==> config.mk <==
export PLATFORM = sky130hd
export DESIGN_NAME = flow_sequencer
export DESIGN_NICKNAME = d
export VERILOG_FILES = /design/src/rtl/seq_pkg.sv /design/src/rtl/cond_select.sv /design/src/rtl/func_decoder.sv /design/src/rtl/jump_logic.sv /design/src/rtl/state_counter.sv /design/src/rtl/flow_sequencer.sv
export SDC_FILE = /design/constraint.sdc
export NUM_CORES = 1
export LEC_CHECK = 0
export ABC_AREA = 1
export BUFFER_PORTS_ARGS = -buffer_cell sky130_fd_sc_hd__buf_2
export CAP_MARGIN = 20
export CORE_AREA = 2 2 39 41
export CTS_CLUSTER_SIZE = 20
export DETAILED_ROUTE_END_ITERATION = 8
export DIE_AREA = 0 0 41 43
export GPL_TIMING_DRIVEN = 0
export PLACE_DENSITY = 0.72
export SLEW_MARGIN = 10
export SYNTH_ARGS = -nofsm -noshare
export SYNTH_HDL_FRONTEND = slang
export SYNTH_SLANG_ARGS = --single-unit
==> constraint.sdc <==
create_clock -name clk -period 3.4 [get_ports clk]
set_clock_uncertainty 0.15 [all_clocks]
set_input_delay 0.34 -clock clk [delete_from_list [all_inputs] [get_ports clk]]
set_output_delay 0.34 -clock clk [all_outputs]
set_load 0.01 [all_outputs]
==> src/rtl/seq_pkg.sv <==
// Shared constants for the flowchart sequencer.
// Assumes the condition vector width equals the state count.
package seq_pkg;
    localparam int SEQ_STATE_W_DEF = 3;
    localparam int SEQ_STATES_DEF  = 1 << SEQ_STATE_W_DEF;
endpackage

==> src/rtl/cond_select.sv <==
// Condition multiplexer: picks the condition bit indexed by the state
// and returns it as the outcome together with its inverse.
// Assumes COND_W equals 2**SEL_W.
module cond_select #(
    parameter int SEL_W  = 3,
    parameter int COND_W = 1 << SEL_W
) (
    input  logic [COND_W-1:0] cond,
    input  logic [SEL_W-1:0]  sel,
    output logic              y,
    output logic              wn
);
    // Select the tested bit and form its complement.
    always_comb begin
        y  = cond[sel];
        wn = ~y;
    end
endmodule

==> src/rtl/func_decoder.sv <==
// One-hot function decoder with an active-low enable: when enabled the
// output line numbered by sel is raised, otherwise all lines are low.
// Assumes N equals 2**SEL_W.
module func_decoder #(
    parameter int SEL_W = 3,
    parameter int N     = 1 << SEL_W
) (
    input  logic             clk,
    input  logic             rst_n,
    input  logic             en_n,
    input  logic [SEL_W-1:0] sel,
    output logic [N-1:0]     lines
);
    genvar gi;
    generate
        for (gi = 0; gi < N; gi++) begin : g_line
            // Raise line gi when enabled and selected.
            assign lines[gi] = ~en_n && (sel == SEL_W'(gi));
        end
    endgenerate

    // a disabled decoder drives no line.
    assert_idle_when_off_R4: assert property (@(posedge clk) disable iff (!rst_n)
        en_n |-> (lines == '0));
    // never more than one line.
    assert_onehot_lines_R4: assert property (@(posedge clk) disable iff (!rst_n)
        $onehot0(lines));
endmodule

==> src/rtl/jump_logic.sv <==
// Jump decode: from the active YES/NO function lines and the compile-time
// jump table, forms the active-low counter load and the destination.
// Assumes at most one function line is high at a time.
module jump_logic #(
    parameter int                       STATE_W     = 3,
    parameter int                       N           = 1 << STATE_W,
    parameter logic [N-1:0]             YES_JMP_EN  = '0,
    parameter logic [N*STATE_W-1:0]     YES_JMP_DST = '0,
    parameter logic [N-1:0]             NO_JMP_EN   = '0,
    parameter logic [N*STATE_W-1:0]     NO_JMP_DST  = '0
) (
    input  logic               clk,
    input  logic               rst_n,
    input  logic [N-1:0]       yes_lines,
    input  logic [N-1:0]       no_lines,
    output logic               load_n,
    output logic [STATE_W-1:0] dst
);
    logic [N-1:0]       yes_hit;
    logic [N-1:0]       no_hit;
    logic [STATE_W-1:0] yes_term [N];
    logic [STATE_W-1:0] no_term  [N];

    genvar gi;
    generate
        for (gi = 0; gi < N; gi++) begin : g_func
            // Per-function jump request and gated destination.
            assign yes_hit[gi]  = yes_lines[gi] & YES_JMP_EN[gi];
            assign no_hit[gi]   = no_lines[gi]  & NO_JMP_EN[gi];
            assign yes_term[gi] = yes_hit[gi] ? YES_JMP_DST[gi*STATE_W +: STATE_W] : '0;
            assign no_term[gi]  = no_hit[gi]  ? NO_JMP_DST[gi*STATE_W +: STATE_W]  : '0;
        end
    endgenerate

    // Merge all gated destinations and form the active-low load.
    always_comb begin
        dst = '0;
        for (int i = 0; i < N; i++) begin
            dst = dst | yes_term[i] | no_term[i];
        end
        load_n = ~(|yes_hit | |no_hit);
    end

    // a load is only requested while some function line is active.
    assert_load_needs_func_R6: assert property (@(posedge clk) disable iff (!rst_n)
        !load_n |-> (|{yes_lines, no_lines}));
endmodule

==> src/rtl/state_counter.sv <==
// Loadable state counter: synchronous active-low reset to 0, then load
// (active-low) over count-enable over hold. Counting wraps naturally.
module state_counter #(
    parameter int STATE_W = 3
) (
    input  logic               clk,
    input  logic               rst_n,
    input  logic               load_n,
    input  logic [STATE_W-1:0] load_val,
    input  logic               cnt_en,
    output logic [STATE_W-1:0] count
);
    // Update the state register.
    always_ff @(posedge clk) begin
        if (!rst_n) begin
            count <= '0;
        end else if (!load_n) begin
            count <= load_val;
        end else if (cnt_en) begin
            count <= count + 1'b1;
        end
    end

    // enabled count without load steps by one.
    assert_step_R2: assert property (@(posedge clk) disable iff (!rst_n)
        (load_n && cnt_en) |=> count == STATE_W'($past(count) + 1'b1));
    // no enable and no load holds the value.
    assert_hold_R3: assert property (@(posedge clk) disable iff (!rst_n)
        (load_n && !cnt_en) |=> $stable(count));
    // a load lands the requested value.
    assert_load_R6: assert property (@(posedge clk) disable iff (!rst_n)
        !load_n |=> count == $past(load_val));
    // reset clears the state.
    assert_reset_R8: assert property (@(posedge clk)
        !rst_n |=> count == '0);
endmodule

==> src/rtl/flow_sequencer.sv <==
// Flowchart sequencer top: the state counter selects one condition bit,
// the outcome steers a YES or a NO function decoder, and the jump table
// may redirect the counter from the active function line.
// Assumes cond has one bit per state; strobes are combinational (Mealy).
module flow_sequencer
    import seq_pkg::*;
#(
    parameter int                        STATE_W     = SEQ_STATE_W_DEF,
    parameter int                        NUM_STATES  = 1 << STATE_W,
    parameter logic [NUM_STATES-1:0]         YES_JMP_EN  = '0,
    parameter logic [NUM_STATES*STATE_W-1:0] YES_JMP_DST = '0,
    parameter logic [NUM_STATES-1:0]         NO_JMP_EN   = '0,
    parameter logic [NUM_STATES*STATE_W-1:0] NO_JMP_DST  = '0
) (
    input  logic                  clk,
    input  logic                  rst_n,
    input  logic [NUM_STATES-1:0] cond,
    output logic [NUM_STATES-1:0] yes_strobe,
    output logic [NUM_STATES-1:0] no_strobe,
    output logic                  cond_y,
    output logic [STATE_W-1:0]    state
);
    logic               wn;
    logic               yes_en_n;
    logic               no_en_n;
    logic               load_n;
    logic [STATE_W-1:0] jump_dst;

    cond_select #(.SEL_W(STATE_W), .COND_W(NUM_STATES)) u_mux (
        .cond (cond),
        .sel  (state),
        .y    (cond_y),
        .wn   (wn)
    );

    // Decoder enables: YES gated by the inverse outcome, NO by the outcome,
    // both forced off during reset.
    always_comb begin
        yes_en_n = wn | ~rst_n;
        no_en_n  = cond_y | ~rst_n;
    end

    func_decoder #(.SEL_W(STATE_W), .N(NUM_STATES)) u_yes_dec (
        .clk   (clk),
        .rst_n (rst_n),
        .en_n  (yes_en_n),
        .sel   (state),
        .lines (yes_strobe)
    );

    func_decoder #(.SEL_W(STATE_W), .N(NUM_STATES)) u_no_dec (
        .clk   (clk),
        .rst_n (rst_n),
        .en_n  (no_en_n),
        .sel   (state),
        .lines (no_strobe)
    );

    jump_logic #(
        .STATE_W     (STATE_W),
        .N           (NUM_STATES),
        .YES_JMP_EN  (YES_JMP_EN),
        .YES_JMP_DST (YES_JMP_DST),
        .NO_JMP_EN   (NO_JMP_EN),
        .NO_JMP_DST  (NO_JMP_DST)
    ) u_jump (
        .clk       (clk),
        .rst_n     (rst_n),
        .yes_lines (yes_strobe),
        .no_lines  (no_strobe),
        .load_n    (load_n),
        .dst       (jump_dst)
    );

    state_counter #(.STATE_W(STATE_W)) u_cnt (
        .clk      (clk),
        .rst_n    (rst_n),
        .load_n   (load_n),
        .load_val (jump_dst),
        .cnt_en   (cond_y),
        .count    (state)
    );

    // exactly one function line across both decoders.
    assert_one_strobe_R5: assert property (@(posedge clk) disable iff (!rst_n)
        $countones({yes_strobe, no_strobe}) == 1);
    // the outcome agrees with the YES line of the current state.
    assert_outcome_state_R1: assert property (@(posedge clk) disable iff (!rst_n)
        cond_y == yes_strobe[state]);
    // no strobe while in reset.
    assert_quiet_in_reset_R8: assert property (@(posedge clk)
        !rst_n |-> ({yes_strobe, no_strobe} == '0));
endmodule

== Word-level counts from Yosys, hierarchy flattened ==
Index checks and enable logic that the tools add are counted.
Storage, ports and cells
  bits in registers: 3
Operators by class
  add/sub/neg operators: 1
  order comparisons: 1
  equality and inequality tests: 7
  mux-type cells: 2
  bitwise logic cells: 6
  reduce and logical (&&, ||, !) cells: 17
Operators with widths (count)
  1-bit logical AND: 16
  3-bit == test, second input constant: 4
  3-bit by 2-bit == test with 1-bit output, second input constant: 2
  3-bit by 4-bit < comparator with 1-bit output, second input constant: 1
  1-bit inverter: 4
  3-bit by 1-bit adder with 3-bit output, second input constant: 1
  1-bit binary-select mux with 3-bit select: 1
  3-bit by 1-bit == test with 1-bit output, second input constant: 1
  3-bit zero test: 1
  1-bit bitwise OR: 2
  1-bit 2-to-1 mux: 1

== Logic depth before layout (Yosys ltp) ==
  depth after elaboration: 6
  gate-level depth with buffers: 8
  depth with buffers taken out: 8

== Hierarchy ==
A second synthesis with hierarchy kept.
Unflattened totals
  cell total of the unflattened synthesis: 103
  area, all modules: 478.0 um2
Modules (own cells, without submodules)
  state_counter: instances 1, cells an instance 26, area an instance 166.4 um2
  func_decoder: instances 2, cells an instance 18, area an instance 67.6 um2
  cond_select: instances 1, cells an instance 31, area an instance 123.9 um2
  jump_logic: instances 1, cells an instance 6, area an instance 37.5 um2
  flow_sequencer: instances 1, cells an instance 4, area an instance 15.0 um2

== Worst setup path before layout ==
No wires, ideal clock.
  path kind: register to output
  start point: reg u_cnt.count[0]
  end point: out yes_strobe[0]
  arrival: 1.239 ns
  path slack: 1.671 ns
  stages on the path, launching flop included: 9
  path buffers: 0
  cells stage by stage: dfxtp_1 > inv_2 > nand2_2 > nand3_2 > nand2_2 > nand2_4 > nand2_4 > nand2_4 > nor2_2
On the way
  longest elaborated chain between the ends: 6
  elaborated cells between the ends (all ways): 7
  those cells by class: 2 x mux; 3 x bitwise; 2 x reduce/logical
RTL lines
  start: declaration: line state_counter.sv:11  | output logic [STATE_W-1:0] count
  start signal: assignment: line state_counter.sv:18  | count <= load_val;
  start signal: assignment: line state_counter.sv:20  | count <= count + 1'b1;
  1-bit binary-select mux with 3-bit select: line cond_select.sv:15  | y = cond[sel];
  1-bit 2-to-1 mux (not written as such): line cond_select.sv:15
  named net cond_y: line flow_sequencer.sv:20  | output logic cond_y,
  1-bit inverter: line cond_select.sv:16  | wn = ~y;
  1-bit bitwise OR: line flow_sequencer.sv:39  | yes_en_n = wn | ~rst_n;
  1-bit inverter: line func_decoder.sv:18  | assign lines[gi] = ~en_n && (sel == SEL_W'(gi));
  1-bit logical AND: line func_decoder.sv:18
  end: declaration: line flow_sequencer.sv:18  | output logic [NUM_STATES-1:0] yes_strobe,
The timed path passes the listed nets, and every way through them passes these cells. The select of a mux whose other input is x is not followed.

== Final worst setup path ==
  start point: reg u_cnt.count[0]
  end point: out yes_strobe[2]
On the way
  longest elaborated chain between the ends: 6
  elaborated cells between the ends (all ways): 7
  those cells by class: 1 x eq/ne; 2 x mux; 3 x bitwise; 1 x reduce/logical
RTL lines (line)
  1-bit binary-select mux with 3-bit select: cond_select.sv:15
  1-bit 2-to-1 mux (not written as such): cond_select.sv:15
  1-bit inverter: cond_select.sv:16
  1-bit bitwise OR: flow_sequencer.sv:39
  1-bit inverter: func_decoder.sv:18
  1-bit logical AND *: func_decoder.sv:18
Mark *: on every way between the ends. The rest lies on a longest branch, timed or not. The select of a mux whose other input is x is not followed.

==> impl_results.md <==
* Routed via count at 576
* GRT overflow at 0
* Status: finished clean
* Area Overhead vs Synth at 37.5%
* Max reg flops at 3
* Peak VDD IR at 0.375 mV
* Avg Synthesized Cell Area at 6.38 µm²
* Clk_lat worst skew at 0.23 ns
* Max cap viols at 0
* Most numerous cell in the Yosys netlist: nand2_1
* Fin crit period at 2.12 ns
* WP data required at 2.91 ns
* Final hold vios at 0
* Die ar. at 1760 µm²
* Final nets at 130
* Hold Path Class: input port to register
* H-tree depth at 1
* Initial Util at 36.9%
* FMAX at 472 MHz
* Seq/Total Area, Yosys at 11.8%
* Setup ws final at 1.28 ns
* Post-synth ARST share at 0%
* DRC Markers at 0
* Tcrit/Tclk final at 62.4%
* WL final at 1060 µm
* Final std cells w/o fill at 129
* Cell taking the most area after synthesis: nand2_1
* Synthesized area at 510 µm²
* Placed Instances at 125
* Synth warn at 0
* Worst Setup Path Type: register to output port
* Hold Crit Start: rst_n
* Post_cts resized at 0
* Worst Path Max Fanout at 10
* Synth Register Bits at 3
* Critical Path Source: u_cnt.count[0]$_SDFFE_PN0P_
* Mapped Nets at 96
* Initial antenna violation count at 0
* Slew Limit Fails at 0
* Clock buffer depth at 2
* Antenna cells at 0
* Most common library cells after synthesis: nand2_1 (22), nor2_1 (10), inv_1 (9), nor2_2 (8), ha_1 (6)
* PD cells at 651 nW/µm²
* RSZ-0062 raised after global routing: no
* Yosys top cell area share at 16.2%
* Post-CTS Hold Fix Bufs at 0
* Post-CTS Setup Inserts at 0
* Relative slew slack at 76.3%
* Largest net degree at the start of global routing at 11
* Final GP Congestion at 0.804
* First-pass GRT wire length at 1690 µm
* Post-DP HPWL at 896 µm
* Via density at 4.47
* Leakage power at 0.415 nW
* Top Registers: u_cnt.count: 3 flops
* Reg2reg start: u_cnt.count[0]$_SDFFE_PN0P_
* Dominant synthesized flop cell: dfxtp_1
* Core area at 1380 µm²
* Worst Tran Pin Value at 0.356 ns
* CP startpoint kind: register
* Place WS at 1.51 ns
* Clk pin slew, worst setup/hold paths at 0.04 ns
* Die width at 41 µm
* Avg WL per Cell at 8.23 µm
* CTS tree: built
* Final setup TNS at 0 ns
* Post-synthesis cell count at 80
* I/O pin count at 30
* Number of flops mapped to enable cells by yosys at 0
* Num CTS Buffers at 3
* Vias in the first global route at 450
* Critical Path End Type: output port
* Clock Sink Count at 3
* Library cells used by synthesis at 14
* Drt first pass iters at 2
* Die Ht at 43 µm
* Antenna viol nets, final at 0
* PortBufs at 29
* Final Setup Violations at 0
* Fillcell total at 146
* Most area-consuming cells after synthesis: nand2_1 (16%), ha_1 (15%), dfxtp_1 (12%), nor2_2 (9.8%), nor2_1 (7.4%)
* GRT Total Usage at 14.0%
* Most flop-heavy register: u_cnt.count
* Iter 0 DRT Violations at 3
* Clk root buf: clkbuf_4
* Total Power Consumption at 0.457 mW
* FP Rows at 14
* Critical Path AT at 1.63 ns
* Share of cells above drive strength 1 at 47.8%
## layout make-up
class	instances	area [µm²]	area share, %
multi-input cells	64	402	57.2
repair buffers	29	145	20.7
flip-flops and latches	3	60.1	8.56
inverters	13	48.8	6.95
clock buffers	4	26.3	3.74
well taps	16	20.0	2.85
## worst paths after layout
path	depth (start not counted)	endpoint	slack, ns
worst max-delay path	8	yes_strobe[2]	1.28
worst min-delay path	3	u_cnt.count[2]$_SDFFE_PN0P_	0.27
worst max register to register	7	u_cnt.count[0]$_SDFFE_PN0P_	1.94
worst min register to register	2	u_cnt.count[1]$_SDFFE_PN0P_	0.47
## critical path, cell delays in order (launching register included)
cell	delay, ns
dfxtp_1	0.52
inv_2	0.15
nand2_1	0.13
nand3_2	0.10
nand3_4	0.13
nand2_4	0.07
nand2_4	0.13
nor2_2	0.04
buf_2	0.13
## cell usage in the layout (no fill, tap or decap), types with 4 or more instances in the layout
master	synthesis	routed
buf_2	0	29
inv_1	9	9
nor2_2	8	8
ha_1	6	6
nor2_1	10	10
nand2_1	22	22
nand4_1	4	4
inv_2	4	4
## metrics by stage
step | instance area, µm² | hold slack, ns | utilization (%)
after global placement | 676 | 0.472 | 48.8
after global routing | 702 | 0.294 | 50.7
after floorplan | 510 | 0.302 | -
after CTS | 702 | 0.258 | 50.7
final | 702 | 0.267 | 50.7
after detailed placement | 676 | 0.470 | 48.8
## report_power, final
group	total [mW]	switching [mW]	internal [mW]
clock network	0.0609	0.0170	0.0439
registers	0.0797	0.0318	0.0479
logic	0.316	0.203	0.114
total	0.457	0.251	0.205
## cells by family after synthesis
kind of cell / after synthesis / share of synthesized area, %
AND/OR/NAND/NOR: 57 / 63.0
adder cells (fa/ha/maj): 6 / 14.7
buffers and inverters: 13 / 9.56
AO/OA/AOI/OAI: 1 / 0.979
flip-flops: 3 / 11.8
## layer usage
| layer | up-vias | part of all wire [%] | GRT usage [%] |
|---|---|---|---|
| met2 | 18 | 48 | 21.9 |
| met1 | 245 | 45 | 16.4 |
| met4 | 0 | 0 | 8.00 |
| met5 | - | 0 | 0 |
| li1 | 313 | - | - |
| met3 | 0 | 7.0 | 3.14 |
(Power assumes the default switching activity.)
